==> config.mk <==
export PLATFORM = sky130hd
export DESIGN_NAME = async_port
export DESIGN_NICKNAME = d
export VERILOG_FILES = /design/src/rtl/aport_pkg.sv /design/src/rtl/aport_baud.sv /design/src/rtl/aport_tx.sv /design/src/rtl/aport_rx.sv /design/src/rtl/async_port.sv
export SDC_FILE = /design/constraint.sdc
export NUM_CORES = 1
export LEC_CHECK = 0
export ABC_CLOCK_PERIOD_IN_PS = 2150
export BUFFER_PORTS_ARGS = -buffer_cell sky130_fd_sc_hd__buf_2
export CAP_MARGIN = 20
export CORE_ASPECT_RATIO = 2
export CORE_MARGIN = 5
export CORE_UTILIZATION = 29
export CTS_CLUSTER_DIAMETER = 120
export DETAILED_ROUTE_END_ITERATION = 8
export GPL_TIMING_DRIVEN = 1
export SLEW_MARGIN = 20
export SYNTH_ARGS = -nofsm -noshare
export SYNTH_HDL_FRONTEND = slang
export SYNTH_SLANG_ARGS = --single-unit
==> constraint.sdc <==
create_clock -name clk -period 2.15 [get_ports clk]
set_input_delay 0.43 -clock clk [delete_from_list [all_inputs] [get_ports clk]]
set_output_delay 0.43 -clock clk [all_outputs]
set_load 0.02 [all_outputs]
==> src/rtl/aport_pkg.sv <==
package aport_pkg;
  localparam int DATA_W = 8;

  typedef struct packed {
    logic len7;
    logic two_stop;
    logic par_odd;
    logic par_en;
    logic ext_clk;
    logic pin_out;
  } cfg_t;

  typedef enum logic [2:0] {
    ST_IDLE  = 3'd0,
    ST_START = 3'd1,
    ST_DATA  = 3'd2,
    ST_PAR   = 3'd3,
    ST_STOP  = 3'd4
  } fstate_t;

  // parity bit over the active data bits; odd selects odd total
  function automatic logic par_bit(logic [DATA_W-1:0] d, logic len7, logic odd);
    logic [DATA_W-1:0] m;
    m = d;
    if (len7) m[DATA_W-1] = 1'b0;
    return (^m) ^ odd;
  endfunction

  // right-justify the receive shifter when fewer bits were shifted in
  function automatic logic [DATA_W-1:0] align_rx(logic [DATA_W-1:0] sh, logic len7);
    return len7 ? {1'b0, sh[DATA_W-1:1]} : sh;
  endfunction
endpackage

==> src/rtl/aport_baud.sv <==
module aport_baud #(
  parameter int DIV_W = 8,
  parameter int OVS   = 16
) (
  input  logic             clk,
  input  logic             rst_n,
  input  logic             ext_sel,
  input  logic             pin_out,
  input  logic [DIV_W-1:0] divisor,
  input  logic             sck_in,
  output logic             tick,
  output logic             sck_out,
  output logic             sck_oe
);
  localparam int HALF   = OVS / 2;
  localparam int HALF_W = (HALF > 1) ? $clog2(HALF) : 1;

  logic [DIV_W-1:0]  cnt;
  logic              tick_int, tick_ext;
  logic              sy1, sy2, sy3;
  logic [HALF_W-1:0] hcnt;
  logic              pin_q;

  assign tick_int = (cnt == divisor);

  always_ff @(posedge clk or negedge rst_n) begin
    if (!rst_n)        cnt <= '0;
    else if (ext_sel)  cnt <= '0;
    else if (tick_int) cnt <= '0;
    else               cnt <= cnt + DIV_W'(1);
  end

  always_ff @(posedge clk or negedge rst_n) begin
    if (!rst_n) begin
      sy1 <= 1'b0; sy2 <= 1'b0; sy3 <= 1'b0;
    end else begin
      sy1 <= sck_in; sy2 <= sy1; sy3 <= sy2;
    end
  end
  assign tick_ext = sy2 & ~sy3;

  assign tick = ext_sel ? tick_ext : tick_int;

  always_ff @(posedge clk or negedge rst_n) begin
    if (!rst_n) begin
      hcnt  <= '0;
      pin_q <= 1'b0;
    end else if (tick) begin
      if (hcnt == HALF_W'(HALF - 1)) begin
        hcnt  <= '0;
        pin_q <= ~pin_q;
      end else begin
        hcnt <= hcnt + HALF_W'(1);
      end
    end
  end

  assign sck_oe  = pin_out & ~ext_sel;
  assign sck_out = sck_oe & pin_q;

  // with a nonzero divisor the internal tick never fires two cycles running
  p_int_tick_spaced_r6: assert property (@(posedge clk) disable iff (!rst_n)
    (!ext_sel && tick_int && divisor != '0) |=> (!tick_int || divisor == '0));
endmodule

==> src/rtl/aport_tx.sv <==
module aport_tx import aport_pkg::*; #(
  parameter int OVS = 16
) (
  input  logic              clk,
  input  logic              rst_n,
  input  logic              tick,
  input  logic              par_en,
  input  logic              par_odd,
  input  logic              two_stop,
  input  logic              len7,
  input  logic              wr,
  input  logic [DATA_W-1:0] wdata,
  output logic              txd,
  output logic              tx_empty,
  output logic              tx_end
);
  localparam int SUB_W = $clog2(OVS);
  localparam int IDX_W = $clog2(DATA_W);
  localparam logic [SUB_W-1:0] SUB_LAST = SUB_W'(OVS - 1);

  fstate_t           state;
  logic [SUB_W-1:0]  sub;
  logic [IDX_W-1:0]  idx, last_idx;
  logic [DATA_W-1:0] hold, shreg;
  logic              hold_v, pbit, stopn;
  logic              bit_end, frame_done, take;

  assign last_idx   = len7 ? IDX_W'(DATA_W - 2) : IDX_W'(DATA_W - 1);
  assign bit_end    = tick && (sub == SUB_LAST);
  assign frame_done = (state == ST_STOP) && bit_end && (stopn == two_stop);
  assign take       = hold_v && tick && ((state == ST_IDLE) || frame_done);

  always_ff @(posedge clk or negedge rst_n) begin
    if (!rst_n) begin
      hold   <= '0;
      hold_v <= 1'b0;
    end else if (take) begin
      hold_v <= 1'b0;
    end else if (wr && !hold_v) begin
      hold   <= wdata;
      hold_v <= 1'b1;
    end
  end

  always_ff @(posedge clk or negedge rst_n) begin
    if (!rst_n) begin
      state <= ST_IDLE;
      sub   <= '0;
      idx   <= '0;
      shreg <= '0;
      pbit  <= 1'b0;
      stopn <= 1'b0;
    end else begin
      if (state != ST_IDLE && tick)
        sub <= (sub == SUB_LAST) ? '0 : sub + SUB_W'(1);
      if (take) begin
        state <= ST_START;
        sub   <= '0;
        shreg <= hold;
        pbit  <= par_bit(hold, len7, par_odd);
      end else if (bit_end) begin
        unique case (state)
          ST_START: begin
            state <= ST_DATA;
            idx   <= '0;
          end
          ST_DATA: begin
            shreg <= shreg >> 1;
            if (idx == last_idx) begin
              state <= par_en ? ST_PAR : ST_STOP;
              stopn <= 1'b0;
            end else begin
              idx <= idx + IDX_W'(1);
            end
          end
          ST_PAR: begin
            state <= ST_STOP;
            stopn <= 1'b0;
          end
          ST_STOP: begin
            if (stopn != two_stop) stopn <= 1'b1;
            else                   state <= ST_IDLE;
          end
          default: state <= ST_IDLE;
        endcase
      end
    end
  end

  always_comb begin
    unique case (state)
      ST_START: txd = 1'b0;
      ST_DATA:  txd = shreg[0];
      ST_PAR:   txd = pbit;
      default:  txd = 1'b1;
    endcase
  end

  assign tx_empty = ~hold_v;
  assign tx_end   = (state == ST_IDLE) && ~hold_v;

  // every start bit is entered from the mark level
  p_start_from_mark_r1: assert property (@(posedge clk) disable iff (!rst_n)
    (state == ST_START && $past(state) != ST_START) |-> $past(txd));
  // transmit end can only be reported with an empty holding register
  p_end_implies_empty_r5: assert property (@(posedge clk) disable iff (!rst_n)
    tx_end |-> tx_empty);
  // a write into a full holding register leaves the pending byte alone
  p_hold_kept_r5: assert property (@(posedge clk) disable iff (!rst_n)
    (hold_v && wr && !take) |=> (hold == $past(hold)));
endmodule

==> src/rtl/aport_rx.sv <==
module aport_rx import aport_pkg::*; #(
  parameter int OVS = 16
) (
  input  logic              clk,
  input  logic              rst_n,
  input  logic              tick,
  input  logic              rxd,
  input  logic              par_en,
  input  logic              par_odd,
  input  logic              len7,
  input  logic              pop,
  input  logic [2:0]        clr,
  output logic [DATA_W-1:0] rx_data,
  output logic              rx_full,
  output logic              ovr,
  output logic              ferr,
  output logic              perr
);
  localparam int SUB_W = $clog2(OVS);
  localparam int IDX_W = $clog2(DATA_W);
  localparam logic [SUB_W-1:0] SUB_MID  = SUB_W'(OVS / 2 - 1);
  localparam logic [SUB_W-1:0] SUB_LAST = SUB_W'(OVS - 1);

  fstate_t           state;
  logic [SUB_W-1:0]  sub;
  logic [IDX_W-1:0]  idx, last_idx;
  logic [DATA_W-1:0] shreg, got;
  logic              sy1, line, prx;
  logic              mid_pt, bit_end;
  logic              abort_evt, store_evt, ovr_set, ferr_set, perr_set;

  always_ff @(posedge clk or negedge rst_n) begin
    if (!rst_n) begin
      sy1  <= 1'b1;
      line <= 1'b1;
    end else begin
      sy1  <= rxd;
      line <= sy1;
    end
  end

  assign last_idx  = len7 ? IDX_W'(DATA_W - 2) : IDX_W'(DATA_W - 1);
  assign mid_pt    = tick && (sub == SUB_MID);
  assign bit_end   = tick && (sub == SUB_LAST);
  assign abort_evt = (state == ST_START) && mid_pt && line;
  assign store_evt = (state == ST_STOP) && mid_pt;
  assign got       = align_rx(shreg, len7);
  assign ovr_set   = store_evt && rx_full && !pop;
  assign ferr_set  = store_evt && !line;
  assign perr_set  = store_evt && par_en && (prx != par_bit(got, len7, par_odd));

  always_ff @(posedge clk or negedge rst_n) begin
    if (!rst_n) begin
      state <= ST_IDLE;
      sub   <= '0;
      idx   <= '0;
      shreg <= '0;
      prx   <= 1'b0;
    end else begin
      if (state != ST_IDLE && tick)
        sub <= (sub == SUB_LAST) ? '0 : sub + SUB_W'(1);
      unique case (state)
        ST_IDLE: if (!line) begin
          state <= ST_START;
          sub   <= '0;
        end
        ST_START: begin
          if (abort_evt) state <= ST_IDLE;
          else if (bit_end) begin
            state <= ST_DATA;
            idx   <= '0;
          end
        end
        ST_DATA: begin
          if (mid_pt) shreg <= {line, shreg[DATA_W-1:1]};
          if (bit_end) begin
            if (idx == last_idx) state <= par_en ? ST_PAR : ST_STOP;
            else                 idx   <= idx + IDX_W'(1);
          end
        end
        ST_PAR: begin
          if (mid_pt)  prx   <= line;
          if (bit_end) state <= ST_STOP;
        end
        ST_STOP: if (store_evt) state <= ST_IDLE;
        default: state <= ST_IDLE;
      endcase
    end
  end

  always_ff @(posedge clk or negedge rst_n) begin
    if (!rst_n) begin
      rx_data <= '0;
      rx_full <= 1'b0;
    end else if (store_evt) begin
      if (!rx_full || pop) begin
        rx_data <= got;
        rx_full <= 1'b1;
      end
    end else if (pop) begin
      rx_full <= 1'b0;
    end
  end

  always_ff @(posedge clk or negedge rst_n) begin
    if (!rst_n) begin
      ovr  <= 1'b0;
      ferr <= 1'b0;
      perr <= 1'b0;
    end else begin
      ovr  <= (ovr  & ~clr[0]) | ovr_set;
      ferr <= (ferr & ~clr[1]) | ferr_set;
      perr <= (perr & ~clr[2]) | perr_set;
    end
  end

  // a completion into a full, unread buffer keeps the old byte and flags it
  p_overrun_keeps_r9: assert property (@(posedge clk) disable iff (!rst_n)
    (store_evt && rx_full && !pop) |=> (rx_data == $past(rx_data)) && ovr);
  // every completed character leaves the buffer full
  p_store_fills_r9: assert property (@(posedge clk) disable iff (!rst_n)
    store_evt |=> rx_full);
  // a pop coinciding with a store never raises overrun
  p_collide_no_ovr_r12: assert property (@(posedge clk) disable iff (!rst_n)
    (store_evt && pop && !ovr && !clr[0]) |=> !ovr);
  // an aborted start returns the receiver to idle
  p_abort_to_idle_r8: assert property (@(posedge clk) disable iff (!rst_n)
    abort_evt |=> (state == ST_IDLE));
endmodule

==> src/rtl/async_port.sv <==
module async_port import aport_pkg::*; #(
  parameter int               DIV_W   = 8,
  parameter int               OVS     = 16,
  parameter logic [DIV_W-1:0] DIV_RST = '0
) (
  input  logic       clk,
  input  logic       rst_n,
  input  logic       wr_en,
  input  logic       rd_en,
  input  logic [1:0] addr,
  input  logic [7:0] wdata,
  output logic [7:0] rdata,
  input  logic       rxd,
  output logic       txd,
  input  logic       sck_in,
  output logic       sck_out,
  output logic       sck_oe
);
  localparam logic [1:0] A_CTRL = 2'd0;
  localparam logic [1:0] A_DIV  = 2'd1;
  localparam logic [1:0] A_DATA = 2'd2;
  localparam logic [1:0] A_STAT = 2'd3;

  cfg_t              cfg_q;
  logic [DIV_W-1:0]  div_q;
  logic              tick, tx_wr, pop;
  logic [2:0]        clr;
  logic              tx_empty, tx_end, rx_full, ovr, ferr, perr;
  logic [DATA_W-1:0] rx_data;

  always_ff @(posedge clk or negedge rst_n) begin
    if (!rst_n) begin
      cfg_q <= '0;
      div_q <= DIV_RST;
    end else if (wr_en) begin
      if (addr == A_CTRL) cfg_q <= cfg_t'(wdata[5:0]);
      if (addr == A_DIV)  div_q <= DIV_W'(wdata);
    end
  end

  assign tx_wr = wr_en && (addr == A_DATA);
  assign pop   = rd_en && (addr == A_DATA);
  assign clr   = (wr_en && addr == A_STAT) ? wdata[5:3] : 3'b000;

  always_comb begin
    unique case (addr)
      A_CTRL:  rdata = {2'b00, cfg_q};
      A_DIV:   rdata = 8'(div_q);
      A_DATA:  rdata = rx_data;
      default: rdata = {2'b00, perr, ferr, ovr, rx_full, tx_end, tx_empty};
    endcase
  end

  aport_baud #(.DIV_W(DIV_W), .OVS(OVS)) u_baud (
    .clk(clk), .rst_n(rst_n), .ext_sel(cfg_q.ext_clk), .pin_out(cfg_q.pin_out),
    .divisor(div_q), .sck_in(sck_in), .tick(tick), .sck_out(sck_out), .sck_oe(sck_oe)
  );

  aport_tx #(.OVS(OVS)) u_tx (
    .clk(clk), .rst_n(rst_n), .tick(tick), .par_en(cfg_q.par_en),
    .par_odd(cfg_q.par_odd), .two_stop(cfg_q.two_stop), .len7(cfg_q.len7),
    .wr(tx_wr), .wdata(wdata), .txd(txd), .tx_empty(tx_empty), .tx_end(tx_end)
  );

  aport_rx #(.OVS(OVS)) u_rx (
    .clk(clk), .rst_n(rst_n), .tick(tick), .rxd(rxd), .par_en(cfg_q.par_en),
    .par_odd(cfg_q.par_odd), .len7(cfg_q.len7), .pop(pop), .clr(clr),
    .rx_data(rx_data), .rx_full(rx_full), .ovr(ovr), .ferr(ferr), .perr(perr)
  );

  // with the external source chosen the clock pin is never driven
  p_pin_input_r7: assert property (@(posedge clk) disable iff (!rst_n)
    cfg_q.ext_clk |-> !sck_oe);
  // a clear of the overrun bit without a new overrun leaves it low
  p_clear_ovr_r11: assert property (@(posedge clk) disable iff (!rst_n)
    (wr_en && addr == A_STAT && wdata[3] && !(u_rx.ovr_set)) |=> !ovr);
endmodule

==> flow_summary.ini, run 1 <==
[placed_design]
place_ws_ns = -0.07104
place.gp.congestion = 0.8551
post-dp-hpwl_um = 9209
place.port_buffers = 26
dp.cells = 677

[yosys]
ys.flop_type = dfrtp_1
syn-num-nets = 451
synth_edf_count = 0
synth-async-reset-ratio_pct = 100.0
synth-seq-cells = 91
syn-mean-instance-area_um2 = 11.05
yosysSeqAreaShare_pct = 48.20
synth.distinct_cells = 53
synth_area_um2 = 4730
yosys_warnings = 0
synthCells = 428

[critical_path]
critPathCaptureType = register
reg2reg_depth = 5
cpPeakStageDelay_ns = 0.55
critPathLaunchType = register
critical_path_buf_inv_count = 0
reg2reg_to = u_tx.idx[2]
critPathMaxFanout = 6
r2r_slack_ns = 0.05
timing.rr.start = u_baud.cnt[3]
crit_path_start = u_baud.cnt[3]
cp_slowest_cell = or4_4
cp_num_cells = 5
cp.arrival_ns = 2.34
critPathKind = register to register
crit_family = simple AND/OR/NAND/NOR gates
cp.required_ns = 2.38
crit_chain = xnor2_1 -> nand4_1 -> o31a_4 -> or4_4 -> a22o_1

[route]
dr.first_iter.drc_count = 278
first_pass_iters = 4
wl_per_cell_um = 17.55
avgViaCountPerCell = 5.273
vias = 3670
drt-total-wl_um = 12220
drc = 0
ant_nets = 0

[floorplanning]
die_w_um = 100.3
num_rows = 66
die_h_um = 190.6
start_util_pct = 29.22
design.portCount = 27
fp.dieArea_um2 = 19120
core-area_um2 = 16190

[power_and_ir_drop]
ir_worst_vdd_mv = 0.6819
power.total_uw = 5842
powerDensity_nw_per_um2 = 1018
p_leak_uw = 0.002549

[clock_network]
clk_path_buf_depth = 2
numCtsBuffers = 9
insertion_delay_ns = 0.35
cts.sinks = 91
htreeDepth = 3
cts_root_buffer = clkbuf_16
clk_pin_slew_ns = 0.07
cts_tree = done
holdBufCountCts = 0

[layout]
fin_nets = 510
layout_common_cells = 89 x dfrtp_1, 47 x mux2_2, 35 x nand2_1, 35 x buf_4, 26 x nor2_1
drive_above_1_share_pct = 30.49
stdcell_count = 696
areaGrowthSynthToFinish_pct = 21.30
diodes = 0
mostFrequentLayoutCell = dfrtp_1

[outcome]
outcome = complete, no violations

[grt]
antenna_found_initial = 0
grt-ovfl-total = 0
gr-usage-all-layers_pct = 13.48
grt_max_degree = 37
grt_pass1_wl_um = 20070
grt_pass1_vias = 3899

[sta]
fin_skew_ns = 0.009659
setup_ws_ns = 0.04806
rsz0062_at_grt = true
tightest_slew_ns = 0.5419
period_needed_ns = 2.102
timing.final.crit_share_pct = 97.76
relSlewSlack_pct = 63.59
final-max-slew-violation-count = 0
fmax_ghz = 0.4758
hold_viol = 0
setup_viol = 0

[flow_run]
maxCapViolCount = 0

[hold_path]
hold_path_class = primary input to async pin
[registers in the layout (all words and copies together), names as in the netlist, 3 cells and up]
| name | flops |
|---|---|
| cfg_q | 6 |
| u_rx.sub | 4 |
| u_rx.rx_data | 8 |
| u_rx.state | 3 |
| u_tx.state | 3 |
| u_tx.hold | 8 |
| u_rx.shreg | 8 |
| u_tx.shreg | 8 |
| u_tx.idx | 3 |
| u_baud.hcnt | 3 |
| u_rx.idx | 3 |
| u_tx.sub | 4 |
| div_q | 8 |
| u_baud.cnt | 8 |
[stage by stage]
stage / util, % / area [µm²] / TNS (ns) / hold slack, ns
floorplan: - / 4730 / 0 / 0.1344
global placement: 33.03 / 5346 / -0.2178 / 0.3408
detailed placement: 33.03 / 5346 / -0.9245 / 0.3452
CTS: 35.10 / 5680 / 0 / 0.02645
global route: 35.44 / 5737 / -0.009383 / 0.04981
finish: 35.44 / 5737 / 0 / 0.02546
[power by group]
group	total, µW	internal (µW)	switching [µW]
clock	1640	945	693
combinational	1760	854	904
sequential	2450	2080	369
total	5840	3880	1970
[logic make-up after synthesis]
group | count (synthesis) | synth area share (%)
compound gates | 73 | 10.56
simple gates | 136 | 15.00
mux | 59 | 15.34
fa+ha+maj | 7 | 1.852
xor+xnor | 35 | 6.640
buf+inv | 27 | 2.407
flops | 91 | 48.20
[cell type report]
| class | instances | area (µm²) |
|---|---|---|
| well taps | 204 | 255.2 |
| multi-input cells | 310 | 2397 |
| clock inverters | 6 | 72.57 |
| repair buffers | 63 | 447.9 |
| fillers | 1649 | 10450 |
| inverters | 12 | 45.04 |
| clock buffers | 10 | 239.0 |
| flip-flops and latches | 91 | 2280 |
[worst max path at each step]
stage / to / slack, ns
final: u_tx.idx[2] / 0.05
after global routing: u_tx.sub[2] / -0.009
after CTS: u_tx.idx[2] / 0.0001
after detailed placement: u_rx.shreg[7] / -0.07
after global placement: u_rx.shreg[7] / -0.03
after floorplan: u_tx.idx[2] / 0.14
[what timing repair did]
item,4_1_cts,5_1_grt
setup buffers,0,3
pin swaps,1,6
setup endpoints to repair,22,19
gates resized for setup,4,6
[layer usage]
layer	routed length [µm]	vias to the layer above	GRT usage (%)
met5	0	-	0
met4	523	0	7.836
met3	371	32	2.087
met2	6944	107	25.00
met1	4376	1849	13.89
li1	-	1682	-
[synth_stat cells, drive strengths merged (5+ instances only)]
master,number,area (µm²)
xor2,12,105.1
o211ai,5,37.54
nor2,26,97.59
mux4,6,135.1
dfrtp,89,2227
nor2b,11,68.82
inv,12,45.04
nand3,15,75.07
mux2,48,540.5
buf,5,31.28
nor3,15,86.34
a21oi,7,35.03
nand4,9,62.56
o21ai,19,95.09
mux2i,5,50.05
a31oi,10,62.56
a22o,8,70.07
clkbuf,10,37.54
and3,6,37.54
nand2,35,131.4
xnor2,23,209.0
ha,7,87.58
Power figures use the tool's default switching activity.
==> run 2, diff against run 1 <==
ABC_AREA = 1   (was not set)
==> flow_summary.ini, run 2 <==
[layout]
fin_nets = 647
diodes = 0
areaGrowthSynthToFinish_pct = 14.10
mostFrequentLayoutCell = nand2_1
layout_common_cells = 181 x nand2_1, 88 x dfrtp_1, 67 x inv_1, 67 x o21ai_0, 40 x nand3_1
design_area_um2 = 5366
stdcell_count = 832
drive_above_1_share_pct = 11.78
fillers = 1699

[floorplanning]
fp.dieArea_um2 = 19020
num_rows = 66
die_w_um = 100.1
start_util_pct = 29.21
design.portCount = 27
die_h_um = 190.1
core-area_um2 = 16100

[critical_path]
crit_chain = nor2_1 -> inv_1 -> nor2_1 -> nand2_1 -> o2111ai_2 -> buf_4
critPathCaptureType = output port
critPathMaxFanout = 4
critPathLaunchType = register
reg2reg_to = u_rx.rx_data[5]
cp.arrival_ns = 1.58
cpPeakStageDelay_ns = 0.41
cp.required_ns = 1.72
critPathKind = register to output port
r2r_slack_ns = 0.26
reg2reg_depth = 13
timing.rr.start = div_q[7]
cp_slowest_cell = dfrtp_1
cp_common_cell = nor2_1

[grt]
grt-ovfl-total = 0
grt_max_degree = 38
gr-usage-all-layers_pct = 12.11
antenna_found_initial = 0
grt_pass1_vias = 3761
grt_pass1_wl_um = 18360

[sta]
fmax_ghz = 0.4975
timing.final.crit_share_pct = 93.49
hold_viol = 0
setup_ws_ns = 0.1399
fin_skew_ns = 0.005890
period_needed_ns = 2.010
setup_viol = 0
final-max-slew-violation-count = 0
relSlewSlack_pct = 65.76
setup_tns_ns = 0
tightest_slew_ns = 0.5122

[flow_run]
maxCapViolCount = 0

[hold_path]
hold_path_class = primary input to async pin

[yosys]
synth-async-reset-ratio_pct = 100.0
synth.distinct_cells = 33
netlist.area_leader.share_pct = 47.35
ys.flop_type = dfrtp_1
synthCells = 592
synth_edf_count = 0
synth_top_area_cell = dfrtp_1
synthTopCellsByCount = 181 x nand2_1, 89 x dfrtp_1, 68 x inv_1, 67 x o21ai_0, 40 x nand3_1
post-synth-top-count-cell = nand2_1
syn-mean-instance-area_um2 = 7.945
yosys_warnings = 0
synth_area_um2 = 4703
yosysSeqAreaShare_pct = 48.47
synth-seq-cells = 91
synth_area_leaders = dfrtp_1 47%, nand2_1 14%, o21ai_0 7.1%, inv_1 5.4%, nand3_1 4.3%
syn-num-nets = 615

[placed_design]
place.port_buffers = 26
place.gp.congestion = 0.8493
place_ws_ns = 0.1469
dp.cells = 817
post-dp-hpwl_um = 8195
placed_cell_area_um2 = 5065

[route]
avgViaCountPerCell = 4.590
dr.first_iter.drc_count = 199
drc = 0
wl_per_cell_um = 13.01
vias = 3819
first_pass_iters = 4
drt-total-wl_um = 10820
ant_nets = 0

[clock_network]
postCtsSetupBuffers = 0
cts_tree = done
cts-resized-gates = 1
clk_path_buf_depth = 2
holdBufCountCts = 0
htreeDepth = 3
numCtsBuffers = 9
clk_pin_slew_ns = 0.07
cts_root_buffer = clkbuf_16
insertion_delay_ns = 0.34
cts.sinks = 91

[power_and_ir_drop]
power.total_uw = 5438
powerDensity_nw_per_um2 = 1013
ir_worst_vdd_mv = 0.6459
p_leak_uw = 0.002628

[outcome]
outcome = complete, no violations
-- run 2: cells by family (layout without fill, tap and decap cells) --
kind of cell    Yosys count  in the layout  share of synthesized area (%)
compound gates           91             91                          10.11
xor+xnor                 27             27                          5.028
fa+ha+maj                 7              7                          1.862
buf+inv                  85            121                          7.555
flops                    91             91                          48.47
simple gates            291            291                          26.98
-- run 2: critical path: cells and delay by family (launching register included) --
kind | cells | cell delay, ns
and+or+nand+nor | 3 | 0.41
DFF | 1 | 0.41
buffers and inverters | 2 | 0.24
AOI/OAI and AO/OA | 1 | 0.19
-- run 2: metrics by stage --
stage,util (%),hold WS (ns)
after floorplan,-,0.1344
after global placement,31.45,0.3509
after detailed placement,31.45,0.3537
after CTS,33.22,0.06119
after global routing,33.33,0.07279
final,33.33,0.04404
-- run 2: final cells by class --
cell class / instances / area (µm²) / area share (%)
sequential: 91 / 2281 / 42.50
multi-input combinational: 416 / 2082 / 38.80
inverter: 76 / 286.5 / 5.339
tap: 204 / 255.2 / 4.756
clock buffer: 10 / 229.0 / 4.267
timing repair buffer: 30 / 177.7 / 3.311
clock inverter: 5 / 55.05 / 1.026
-- run 2: how the worst max path moves through the flow --
stage	slack [ns]	to	startpoint
6_report	0.14	rdata[1]	u_tx.state[1]
3_3_place_gp	0.16	u_rx.perr	cfg_q[5]
3_5_place_dp	0.15	u_rx.perr	cfg_q[5]
2_1_floorplan	0.54	rdata[6]	addr[1]
4_1_cts	0.03	txd	u_tx.state[2]
5_1_grt	-0.001	rdata[1]	u_tx.state[0]
-- run 2: where the power goes --
group,internal (µW),switching [µW]
logic,570,887
registers,2080,346
clock network,891,660
-- run 2: metal layers --
metal  wire, µm  GRT usage, %  part of all wire, %  vias up
met5          0             0                    0        -
met4        182         4.567                  1.7        0
met3        424         2.055                  3.9       13
met2       5272         19.94                   49       66
met1       4945         15.82                   46     1780
li1           -             -                    -     1960
